--- src/rtl/hrg_pkg.sv ---
package hrg_pkg;

    typedef enum logic [0:0] {
        ST_OPEN   = 1'b0,
        ST_SEALED = 1'b1
    } seal_state_e;

    localparam logic [1:0] SEL_CTRL = 2'd0;
    localparam logic [1:0] SEL_EXT  = 2'd1;

    localparam int CTRL_SEAL_BIT = 0;
    localparam int CTRL_CLR_BIT  = 1;

    // access kinds with bit 1 set belong to the write class
    localparam int KIND_WRITE_BIT = 1;

endpackage

--- src/rtl/hrg_fsm.sv ---
module hrg_fsm
    import hrg_pkg::*;
(
    input  logic clk,
    input  logic rst_n,
    input  logic seal_req,
    output logic sealed
);

    seal_state_e state_q;
    seal_state_e state_d;

    // next-state: T_SEAL leaves ST_OPEN, T_HOLD keeps ST_SEALED
    always_comb begin
        state_d = state_q;
        unique case (state_q)
            ST_OPEN:   state_d = seal_req ? ST_SEALED : ST_OPEN;
            ST_SEALED: state_d = ST_SEALED;
        endcase
    end

    always_ff @(posedge clk or negedge rst_n) begin
        if (!rst_n) state_q <= ST_OPEN;
        else        state_q <= state_d;
    end

    always_comb begin
        sealed = 1'b0;
        unique case (state_q)
            ST_OPEN:   sealed = 1'b0;
            ST_SEALED: sealed = 1'b1;
        endcase
    end

endmodule

--- src/rtl/hrg_extreg.sv ---
module hrg_extreg #(
    parameter int REG_W = 8
) (
    input  logic             clk,
    input  logic             rst_n,
    input  logic             wr_en,
    input  logic [REG_W-1:0] wr_val,
    input  logic             sealed,
    output logic [REG_W-1:0] ext_cnt
);

    logic [REG_W-1:0] ext_q;
    logic             accept;

    // once sealed the window may only grow
    assign accept = wr_en && (!sealed || (wr_val >= ext_q));

    always_ff @(posedge clk or negedge rst_n) begin
        if (!rst_n)      ext_q <= '0;
        else if (accept) ext_q <= wr_val;
    end

    assign ext_cnt = ext_q;

endmodule

--- src/rtl/hrg_match.sv ---
module hrg_match #(
    parameter int ADDR_W     = 20,
    parameter int PAGE_SHIFT = 11,
    parameter int REG_W      = 8
) (
    input  logic [ADDR_W-1:0]            addr,
    input  logic [ADDR_W-PAGE_SHIFT-1:0] start_page,
    input  logic [ADDR_W-PAGE_SHIFT-1:0] end_page,
    input  logic [REG_W-1:0]             ext_cnt,
    output logic                         hit
);

    localparam int CMP_W = ((ADDR_W > REG_W) ? ADDR_W : REG_W) + 1;

    logic [CMP_W-1:0] page;
    logic [CMP_W-1:0] lo;
    logic [CMP_W-1:0] hi;

    // widened compare so that end page plus extension never wraps
    assign page = CMP_W'(addr >> PAGE_SHIFT);
    assign lo   = CMP_W'(start_page);
    assign hi   = CMP_W'(end_page) + CMP_W'(ext_cnt);
    assign hit  = (page >= lo) && (page <= hi);

endmodule

--- src/rtl/hrg_resp.sv ---
module hrg_resp (
    input  logic clk,
    input  logic rst_n,
    input  logic chk_valid,
    input  logic hit,
    input  logic sealed,
    input  logic write_class,
    input  logic viol_clr,
    output logic allow,
    output logic viol
);

    logic deny;
    logic allow_q;
    logic viol_q;

    assign deny = chk_valid && hit && (sealed || write_class);

    always_ff @(posedge clk or negedge rst_n) begin
        if (!rst_n) begin
            allow_q <= 1'b1;
            viol_q  <= 1'b0;
        end else begin
            allow_q <= !deny;
            viol_q  <= deny || (viol_q && !viol_clr);
        end
    end

    assign allow = allow_q;
    assign viol  = viol_q;

endmodule

--- src/rtl/hide_region_guard.sv ---
module hide_region_guard
    import hrg_pkg::*;
#(
    parameter int ADDR_W     = 20,
    parameter int PAGE_BYTES = 2048,
    parameter int REG_W      = 8,
    localparam int PAGE_SHIFT = $clog2(PAGE_BYTES),
    localparam int PAGE_W     = ADDR_W - PAGE_SHIFT
) (
    input  logic              clk,
    input  logic              rst_n,
    input  logic [PAGE_W-1:0] cfg_start_page,
    input  logic [PAGE_W-1:0] cfg_end_page,
    input  logic              chk_valid,
    input  logic [ADDR_W-1:0] chk_addr,
    input  logic [1:0]        chk_kind,
    input  logic              reg_wr,
    input  logic [1:0]        reg_sel,
    input  logic [REG_W-1:0]  reg_wdata,
    output logic              chk_allow,
    output logic              viol_flag
);

    logic             ctrl_wr;
    logic             ext_wr;
    logic             seal_req;
    logic             viol_clr;
    logic             sealed;
    logic             hit;
    logic [REG_W-1:0] ext_cnt;

    assign ctrl_wr  = reg_wr && (reg_sel == SEL_CTRL);
    assign ext_wr   = reg_wr && (reg_sel == SEL_EXT);
    assign seal_req = ctrl_wr && reg_wdata[CTRL_SEAL_BIT];
    assign viol_clr = ctrl_wr && reg_wdata[CTRL_CLR_BIT];

    hrg_fsm u_fsm (
        .clk      (clk),
        .rst_n    (rst_n),
        .seal_req (seal_req),
        .sealed   (sealed)
    );

    hrg_extreg #(.REG_W(REG_W)) u_ext (
        .clk     (clk),
        .rst_n   (rst_n),
        .wr_en   (ext_wr),
        .wr_val  (reg_wdata),
        .sealed  (sealed),
        .ext_cnt (ext_cnt)
    );

    hrg_match #(
        .ADDR_W     (ADDR_W),
        .PAGE_SHIFT (PAGE_SHIFT),
        .REG_W      (REG_W)
    ) u_match (
        .addr       (chk_addr),
        .start_page (cfg_start_page),
        .end_page   (cfg_end_page),
        .ext_cnt    (ext_cnt),
        .hit        (hit)
    );

    hrg_resp u_resp (
        .clk         (clk),
        .rst_n       (rst_n),
        .chk_valid   (chk_valid),
        .hit         (hit),
        .sealed      (sealed),
        .write_class (chk_kind[KIND_WRITE_BIT]),
        .viol_clr    (viol_clr),
        .allow       (chk_allow),
        .viol        (viol_flag)
    );

endmodule

--- config.mk ---
export PLATFORM = sky130hd
export DESIGN_NAME = hide_region_guard
export DESIGN_NICKNAME = d
export VERILOG_FILES = /design/src/rtl/hrg_pkg.sv /design/src/rtl/hrg_fsm.sv /design/src/rtl/hrg_extreg.sv /design/src/rtl/hrg_match.sv /design/src/rtl/hrg_resp.sv /design/src/rtl/hide_region_guard.sv
export SDC_FILE = /design/constraint.sdc
export NUM_CORES = 1
export LEC_CHECK = 0
export BUFFER_PORTS_ARGS = -buffer_cell sky130_fd_sc_hd__buf_4
export CORE_MARGIN = 1
export CORE_UTILIZATION = 44
export CTS_BUF_LIST = sky130_fd_sc_hd__clkbuf_4 sky130_fd_sc_hd__clkbuf_8 sky130_fd_sc_hd__clkbuf_16
export DETAILED_ROUTE_END_ITERATION = 7
export PLACE_DENSITY = 0.74
export SLEW_MARGIN = 20
export SYNTH_ARGS = -nofsm -noshare
export SYNTH_HDL_FRONTEND = slang
export SYNTH_SLANG_ARGS = --single-unit
--- constraint.sdc ---
create_clock -name clk -period 2.8 [get_ports clk]
set_input_delay 0.42 -clock clk [delete_from_list [all_inputs] [get_ports clk]]
set_output_delay 0.42 -clock clk [all_outputs]
set_load 0.02 [all_outputs]
==> results.md, run 1 <==
- The worst clock skew is 0.00566 ns.
- The cell with the biggest individual delay on the critical path is dfrtp_1.
- Of the total synthesized cell area, the portion taken by AND, OR, NAND and NOR gates is between 10% and 20%.
- The endpoint required time on the critical path is about 3.0 ns.
- The number of ports placed on the die boundary is 56.
- The library cell used as clock root buffer is clkbuf_4.
- The final count of pins violating max slew came to 0.
- Along the worst path, the maximum fanout reaches 2.
- Relative to the synthesized area, the layout overhead comes to 37.1%.
- Along the worst hold path, the cell count comes to 2.
- In the routed layout, each cell is associated on average with a via count of roughly 5.2.
- Setup violations remaining at the end of the flow were counted as 2.
- The cell repeated most along the worst path is o21ai_1.
- The worst setup path is captured at a register.
- After detailed routing, the number of remaining DRC violations is 0.
- The final route contains 1,325 vias.
- Counting flops and latches in the post-synthesis netlist gives 11.
- By count the netlist is led by ha_1 (34), inv_1 (20), a21oi_1 (12).
- The final reports fail on setup timing.
- The flow ran to the end, but the final reports show violations.
- The clock latency of the later-clocked register in the worst-skew pair is between 0.2 and 0.3 ns.
- Setup repair after global routing could not meet its margin everywhere.
- For this run, the post-layout net count is between 300 and 400.
- The maximum level of the CTS H-tree is 1.
- In the global route stage, overall resource usage came out at about a fifth.
- By area the synthesized netlist is led by ha_1 (30%), dfrtp_1 (18%), mux2_4 (8.4%).
- Tracing the worst setup path back leads to its startpoint at u_ext.ext_cnt[0].
- The combinational family with the most area after synthesis is adder cells.
- The most used flip-flop cell after synthesis is dfrtp_1.
- The detailed router finished its first iteration with 37 violations.
- The type of the tightest min-delay check is in -> reg.
- The first global-routing pass estimated about 5500 µm of wire.
- The leakage power figure is just over 1 nW.
- For the worst setup path, the data arrival time is 3.14 ns.
- The wire-length estimate of the detail-placed layout is 2800 µm.
- The floorplan step set the die width to slightly below 60 µm.
- In this run the biggest area consumer among cell types represents 29.9% of the synthesized area.
- The source of the worst hold timing path is reg_wdata[0].
- Entering global routing, the biggest net connects 12 pins.
- The number of failing hold endpoints at the final stage is 0.
- For the pin with the worst max-slew slack, the measured transition is 0.429 ns.
- The stage delay of the slowest cell on the critical path is about 0.41 ns.
- By instance count, the leading cell after synthesis is ha_1.
- The routed design could run at a clock period as short as around 3.0 ns.
- The count of antenna-violating nets left after detailed routing is 0.
- The detailed-routing iteration count for the pre-antenna-repair pass is 4.
- The biggest area consumer among synthesized cells is ha_1.
- In the final layout, the share of cells above drive strength 1 is about 36%.
- The maximum buffer depth of the clock tree is 2.
- Counting flops with an async set or reset pin after synthesis yields a share of 100%.
- The total global routing overflow is 0.
- The peak clock frequency supported by timing is about 0.34 GHz.
- In this run the standard cell core region covers a little over 0.003 mm².
- Once routing completed, OpenROAD measured the worst setup slack at -0.173 ns.
- In this run, synthesis inferred 0 flip-flops with an integrated enable.
- The worst-case reg-to-reg path depth is 13.
- The floorplan step set the die height to 58.9 µm.
- For this run, the number of Yosys warnings is 0.
- The fraction of the mapped netlist area in compound gates is approximately a fifth.
- Cells fill between 60% and 70% of the core in the end.
- Across the run, the number of max-cap violations was 0.
- TritonCTS built the clock tree.
- The area of the mapped netlist is between 0.001 and 0.0015 mm².
- The net count after synthesis is about 240.
- Traced cell by cell, the critical path runs through ha_4, fa_2, a21o_1, a211oi_2, o21ai_1, o21ai_1, xor2_1, ha_1, a21oi_1, o21ai_1, a31oi_1, a211oi_2, or4_1.
- A synthesized cell averages about 9.3 µm².
- The adder and majority cell fraction of the synthesized area is between 30% and 40%.
- The instance count after placement with tap cells included is 250.
- The final cell count without fillers is between 200 and 300.
- The power density relative to cell area is about 840 mW/mm².
- The number of antenna violations at the first check in global routing is 0.
- The share of cell area taken by muxes after synthesis is 8.43%.
- Across the VDD grid, the largest voltage drop is around 0.38 mV.
- Row generation in the floorplan step produced 20 rows.
- The instance count of the mapped netlist is about 150.
- The floorplan step defined a die boundary enclosing 0.00347 mm².
- STA classifies the critical path startpoint as a register.
- The netlist uses 34 different library cells.
- The post-synthesis xor/xnor area fraction is around 4.3%.
- The worst-case headroom to the max-slew limit is around 71%.
- The share of the clock period used by the worst path after layout is 106%.
- The path type of the worst setup path is reg -> reg.
- The number of inserted filler cells in the final layout is 270.
- The clock sink count is 11.
- The number of global-route vias before repair came to 1,411.
- At the end of routability-driven placement, the weighted congestion stood at approximately 0.8.
- Port buffering added 43 buffers.
- The proportion of synthesized chip area in sequential cells is 19.4%.
- The number of buffers added by the clock tree synthesis step is 3.
- The start of the worst register-to-register path is u_ext.ext_cnt[0].
- Once the floorplan was initialized, standard cells occupied 46.7% of the core.
- Wires add up to 3220 µm.
- The clock transition at the registers of the reported paths is ~0.070 ns.
- The number of diodes added for antenna fixing is 0.
- After detailed routing, the average wire length per cell comes to between 10 and 15 µm.
## worst paths after layout
path,endpoint,slack (ns)
max,u_resp.allow,-0.17
min,u_fsm.state_q,0.40
max reg2reg,u_resp.allow,-0.17
min reg2reg,u_resp.viol,0.50
max in group asynchronous,u_resp.allow,2.05
min in group asynchronous,u_ext.ext_cnt[2],0.52
## what timing repair did
| item | 4_1_cts | 5_1_grt |
|---|---|---|
| pin swaps | 10 | 4 |
| endpoints found under the setup margin | 2 | 2 |
| endpoints found under the hold margin | 10 | 0 |
| resized for setup | 1 | 3 |
| hold buffers | 1 | 0 |
| setup buffers | 1 | 0 |
## cells in the final DEF, fill, tap and decap left out, types with 2 or more instances in the layout
master,instances
a211oi_2,3
a21o_1,4
a21oi_1,11
buf_4,53
clkbuf_4,4
dfrtp_1,10
ha_1,33
inv_1,20
mux2_4,8
nand2_1,8
nand2b_1,3
nand3_1,2
nand4_1,2
nor2_1,9
nor3_1,3
o21ai_0,7
o21ai_1,3
xnor2_1,2
xor2_1,5
## final cells by class
type / instances / area (µm²) / area share, %
multi-input cells: 123 / 1110 / 56.8
repair buffers: 54 / 408 / 20.9
flip-flops and latches: 11 / 277 / 14.1
inverters: 20 / 75.1 / 3.84
well taps: 44 / 55.1 / 2.82
clock buffers: 4 / 30.0 / 1.54
## critical path: cells and delay by family (launching register included)
family	cells	cell delay [ns]
XOR/XNOR	1	0.16
adder cells (fa/ha/maj)	3	0.76
AND/OR/NAND/NOR	1	0.41
flip-flops	1	0.41
AO/OA/AOI/OAI	8	1.15
## stage by stage
| stage | power [W] | hold WS, ns | TNS [ns] | area (µm²) | setup WS (ns) |
|---|---|---|---|---|---|
| 3_3_place_gp | 0.00141 | 0.256 | -0.504 | 1890 | -0.274 |
| 4_1_cts | 0.00161 | 0.402 | -0.349 | 1940 | -0.197 |
| 2_1_floorplan | 0.00112 | 0.124 | -0.00698 | 1450 | -0.00698 |
| 6_report | 0.00163 | 0.399 | -0.216 | 1950 | -0.173 |
| 5_1_grt | 0.00183 | 0.394 | -0.606 | 1950 | -0.356 |
| 3_5_place_dp | 0.00147 | 0.260 | -0.508 | 1890 | -0.267 |
## cells by family (layout without fill, tap and decap cells)
family | Yosys count | in the layout
mux | 8 | 8
flops | 11 | 11
buf+inv | 20 | 78
xor+xnor | 7 | 7
simple gates | 34 | 34
fa+ha+maj | 35 | 35
compound gates | 39 | 39
## routing by layer
layer	share of wire (%)	wire length (µm)	vias up	GRT usage, %
li1	-	-	678	-
met4	0.50	16	0	4.42
met5	0	0	-	0
met1	41	1320	611	22.5
met2	54	1740	34	40.4
met3	4.2	134	2	1.76
## flip-flops by register name, summed over array words and instances, names as in the netlist
signal         cells
u_ext.ext_cnt      8
u_resp.viol        1
u_fsm.state_q      1
u_resp.allow       1
## report_power, final
part | leakage [nW] | total [W] | internal, W | switching, W
Sequential | 0.126 | 0.000294 | 0.000232 | 0.0000622
Combinational | 0.895 | 0.00123 | 0.000638 | 0.000591
Clock | 0.0184 | 0.000110 | 0.0000645 | 0.0000453
Total | 1.04 | 0.00163 | 0.000934 | 0.000698
No activity file was read; power rests on OpenSTA's default activity.
==> inputs of run 2 (changes only) <==
--- a/config.mk
+++ b/config.mk
@@ -5,12 +5,13 @@
 export SDC_FILE = /design/constraint.sdc
 export NUM_CORES = 1
 export LEC_CHECK = 0
-export BUFFER_PORTS_ARGS = -buffer_cell sky130_fd_sc_hd__buf_4
 export CORE_MARGIN = 1
-export CORE_UTILIZATION = 44
+export CORE_UTILIZATION = 57
 export CTS_BUF_LIST = sky130_fd_sc_hd__clkbuf_4 sky130_fd_sc_hd__clkbuf_8 sky130_fd_sc_hd__clkbuf_16
 export DETAILED_ROUTE_END_ITERATION = 7
-export PLACE_DENSITY = 0.74
+export DONT_BUFFER_PORTS = 1
+export GPL_ROUTABILITY_DRIVEN = 0
+export PLACE_DENSITY = 0.73
 export SLEW_MARGIN = 20
 export SYNTH_ARGS = -nofsm -noshare
 export SYNTH_HDL_FRONTEND = slang
==> run 2 against run 1 <==
Effect of this change:
- worst hold slack got worse by 0.13 ns
- non-clock buffer count decreased by 43
- worst setup slack worse by 0.081 ns
- clock-buffer cell count unchanged
- clock power increased by 5%
- via count decreased by 12%
- combinational power is 11% lower
- die area down 22%
- largest cell class unchanged
- cell area fell by 18%
- cell count is 23% lower
- critical path depth did not move
- the flow still finishes with violations (setup timing)
==> results.md, run 2 (synthesized netlist as in run 1, its figures left out) <==
- The final setup violation count is 2 (unchanged).
- The number of inserted filler cells in the final layout came to 191 (-29%).
- The clock transition at the registers of the reported paths is 0.07 ns (about the same).
- The number of input and output port buffers inserted was 0 (-100%).
- The number of ports placed on the die boundary is 56 (unchanged).
- The clock latency of the later-clocked register in the worst-skew pair is 0.26 ns (about the same).
- Compared with the post-synthesis result, the final layout area differs by 11.9%.
- The number of buffers added by the clock tree synthesis step is 3 (unchanged).
- The effective utilization at floorplan was 62.6% (+16 points).
- In the layout the commonest cells are ha_1 (33), inv_1 (20), a21oi_1 (12).
- The number of antenna violations at the first check in global routing is 0 (unchanged).
- The number of failing hold endpoints at the final stage is 0 (unchanged).
- The final routed wire length divided by cell count was 14.7 µm (+17%).
- The full die area came to 0.00270 mm² (-22%).
- The total core area is 0.00228 mm² (-25%).
- The arrival time of data at the critical path endpoint was 3.24 ns (+0.10 ns).
- The violation count after the first detailed-routing iteration is 20 (-46%).
- The number of global-route vias before repair is 1,204 (-15%).
- The footprint of the multi-input gates is 0.00109 mm² (-1.5%).
- The die width is 52 µm (-12%).
- The maximum net fanout on the critical path is 2 (unchanged).
- Setup repair after global routing could not meet its margin everywhere.
- The worst-case headroom to the max-slew limit is 67.9% (-3.5 points).
- The first-pass GRT wire length is 4950 µm (-10%).
- The largest net degree at the start of global routing was 12 (unchanged).
- The combined flip-flop and latch cell area is 277 µm² (unchanged).
- The leading cell type in the layout, fill and taps excluded is ha_1.
- The final setup TNS came to -0.400 ns (-0.183 ns).
- The DRC violation count after routing is 0 (unchanged).
- The maximum level of the CTS H-tree is 1 (unchanged).
- The post-CTS resize count is 0 (-1).
- The share of the clock period used by the worst path after layout was 109% (+2.9 points).
- The flip-flop count of the largest register, all copies and words added is 8 (unchanged).
- The flow ran to the end, but the final reports show violations.
- The final count of pins violating max slew is 0 (unchanged).
- The overall via count from detail_route was 1,168 (-12%).
- The vias per cell is 5.93 (+15%).
- The type of the tightest min-delay check is in -> reg.
- The critical path in this run is classified as reg -> reg.
- The total number of placement rows is 17 (-15%).
- The number of nets in the finished design came to 259 (-14%).
- The worst-margin pin slew is 0.480 ns (+0.0513 ns).
- The library cell used as clock root buffer is clkbuf_4.
- The detailed placer's ending HPWL is 2510 µm (-10%).
- The ratio of cells with drive above 1 in the final layout was 17.2% (-19 points).
- TritonCTS built the clock tree.
- The total global routing overflow is 0 (unchanged).
- The count of antenna-violating nets left after detailed routing is 0 (unchanged).
- The final reports fail on setup timing.
- The final design utilization is 70.1% (+6.1 points).
- The leakage power figure is 0.831 nW (-20%).
- The clock period minus final worst setup slack is 3.05 ns (+0.0808 ns).
- The total length of routed wires is 2890 µm (-10%).
- The endpoint required time on the critical path is 2.98 ns (about the same).
- The total routing resource utilization after global routing is 24.7% (+4.5 points).
- The smallest setup slack after layout is -0.254 ns (-0.0808 ns).
- The worst clock skew was 0.00162 ns (-0.00404 ns).
- The power density relative to cell area is 957 mW/mm² (+15%).
- The maximum buffer depth of the clock tree is 2 (unchanged).
- The maximum resistive drop on vdd is 0.611 mV (+60%).
- The sort of element at the end of the critical path is a register.
- The max-cap violation count is 0 (unchanged).
- The peak clock frequency supported by timing is 0.327 GHz (-2.6%).
- The detailed-routing iteration count for the pre-antenna-repair pass is 4 (unchanged).
- The worst setup path is launched from a register.
- The height of the die is 52 µm (-12%).
- The clock sink count is 11 (unchanged).
- The number of diodes added for antenna fixing is 0 (unchanged).
- The total power consumption of the routed design is 0.00153 W (-6.5%).
==> run 2: cell types whose count changed in the layout (fill, tap and decap cells not counted), sizes merged <==
cell / delta
buf: -43
==> run 2: final cells by class <==
| type | instances | area share [%] |
|---|---|---|
| clock buffers | 4 | 1.88 |
| well taps | 28 | 2.20 |
| repair buffers | 11 | 5.33 |
| flip-flops and latches | 11 | 17.3 |
| multi-input cells | 123 | 68.5 |
| inverters | 20 | 4.71 |
==> run 2: layer usage <==
metal  global-route usage [%]  up-vias  wire length, µm
met5                        0        -                0
met4                     6.31        0               38
met3                     6.73        4              190
met2                     44.9       37             1420
met1                     27.9      530             1240
li1                         -      597                -
==> run 2: critical path, stage by stage, from the launching register on <==
cell,delay [ns]
dfrtp_1,0.42
ha_4,0.19
fa_2,0.39
a21o_1,0.19
a211oi_2,0.25
nor2_1,0.07
nor2_1,0.13
xor2_1,0.17
ha_1,0.27
a21oi_1,0.15
o21ai_1,0.08
a31oi_1,0.15
a211oi_1,0.11
or4_1,0.40
==> run 2: where the power goes <==
| part | switching [W] | leakage, nW | internal (W) |
|---|---|---|---|
| clock | 0.0000511 | 0.0184 | 0.0000648 |
| sequential | 0.0000800 | 0.126 | 0.000232 |
| combinational | 0.000535 | 0.687 | 0.000564 |
| total | 0.000666 | 0.831 | 0.000861 |
==> run 2: path summary, 6_finish.rpt <==
| kind | start | to | slack [ns] | cells after the start |
|---|---|---|---|---|
| max in group asynchronous | rst_n | u_resp.allow | 1.91 | 1 |
| min in group asynchronous | rst_n | u_ext.ext_cnt[6] | 0.55 | 1 |
| worst max-delay path | u_ext.ext_cnt[0] | u_resp.allow | -0.25 | 13 |
| worst min register to register | u_fsm.state_q | u_fsm.state_q | 0.50 | 1 |
| worst min-delay path | reg_wdata[0] | u_fsm.state_q | 0.27 | 1 |
| worst max register to register | u_ext.ext_cnt[0] | u_resp.allow | -0.25 | 13 |
==> run 2: repair_timing <==
action	in CTS	in global routing
hold buffers	1	0
endpoints found under the hold margin	11	0
setup endpoints to repair	2	2
gates cloned	0	0
pin swaps	0	1
setup buffers	0	1
==> run 2: through the flow <==
stage / cells / area (µm²) / setup WS (ns) / hold slack (ns)
6_report: 197 / 1600 / -0.254 / 0.269
5_1_grt: 197 / 1600 / -0.425 / 0.248
4_1_cts: 196 / 1590 / -0.253 / 0.261
3_5_place_dp: 191 / 1550 / -0.203 / 0.125
3_3_place_gp: 191 / 1550 / -0.200 / 0.125
2_1_floorplan: 154 / 1450 / -0.00698 / 0.124
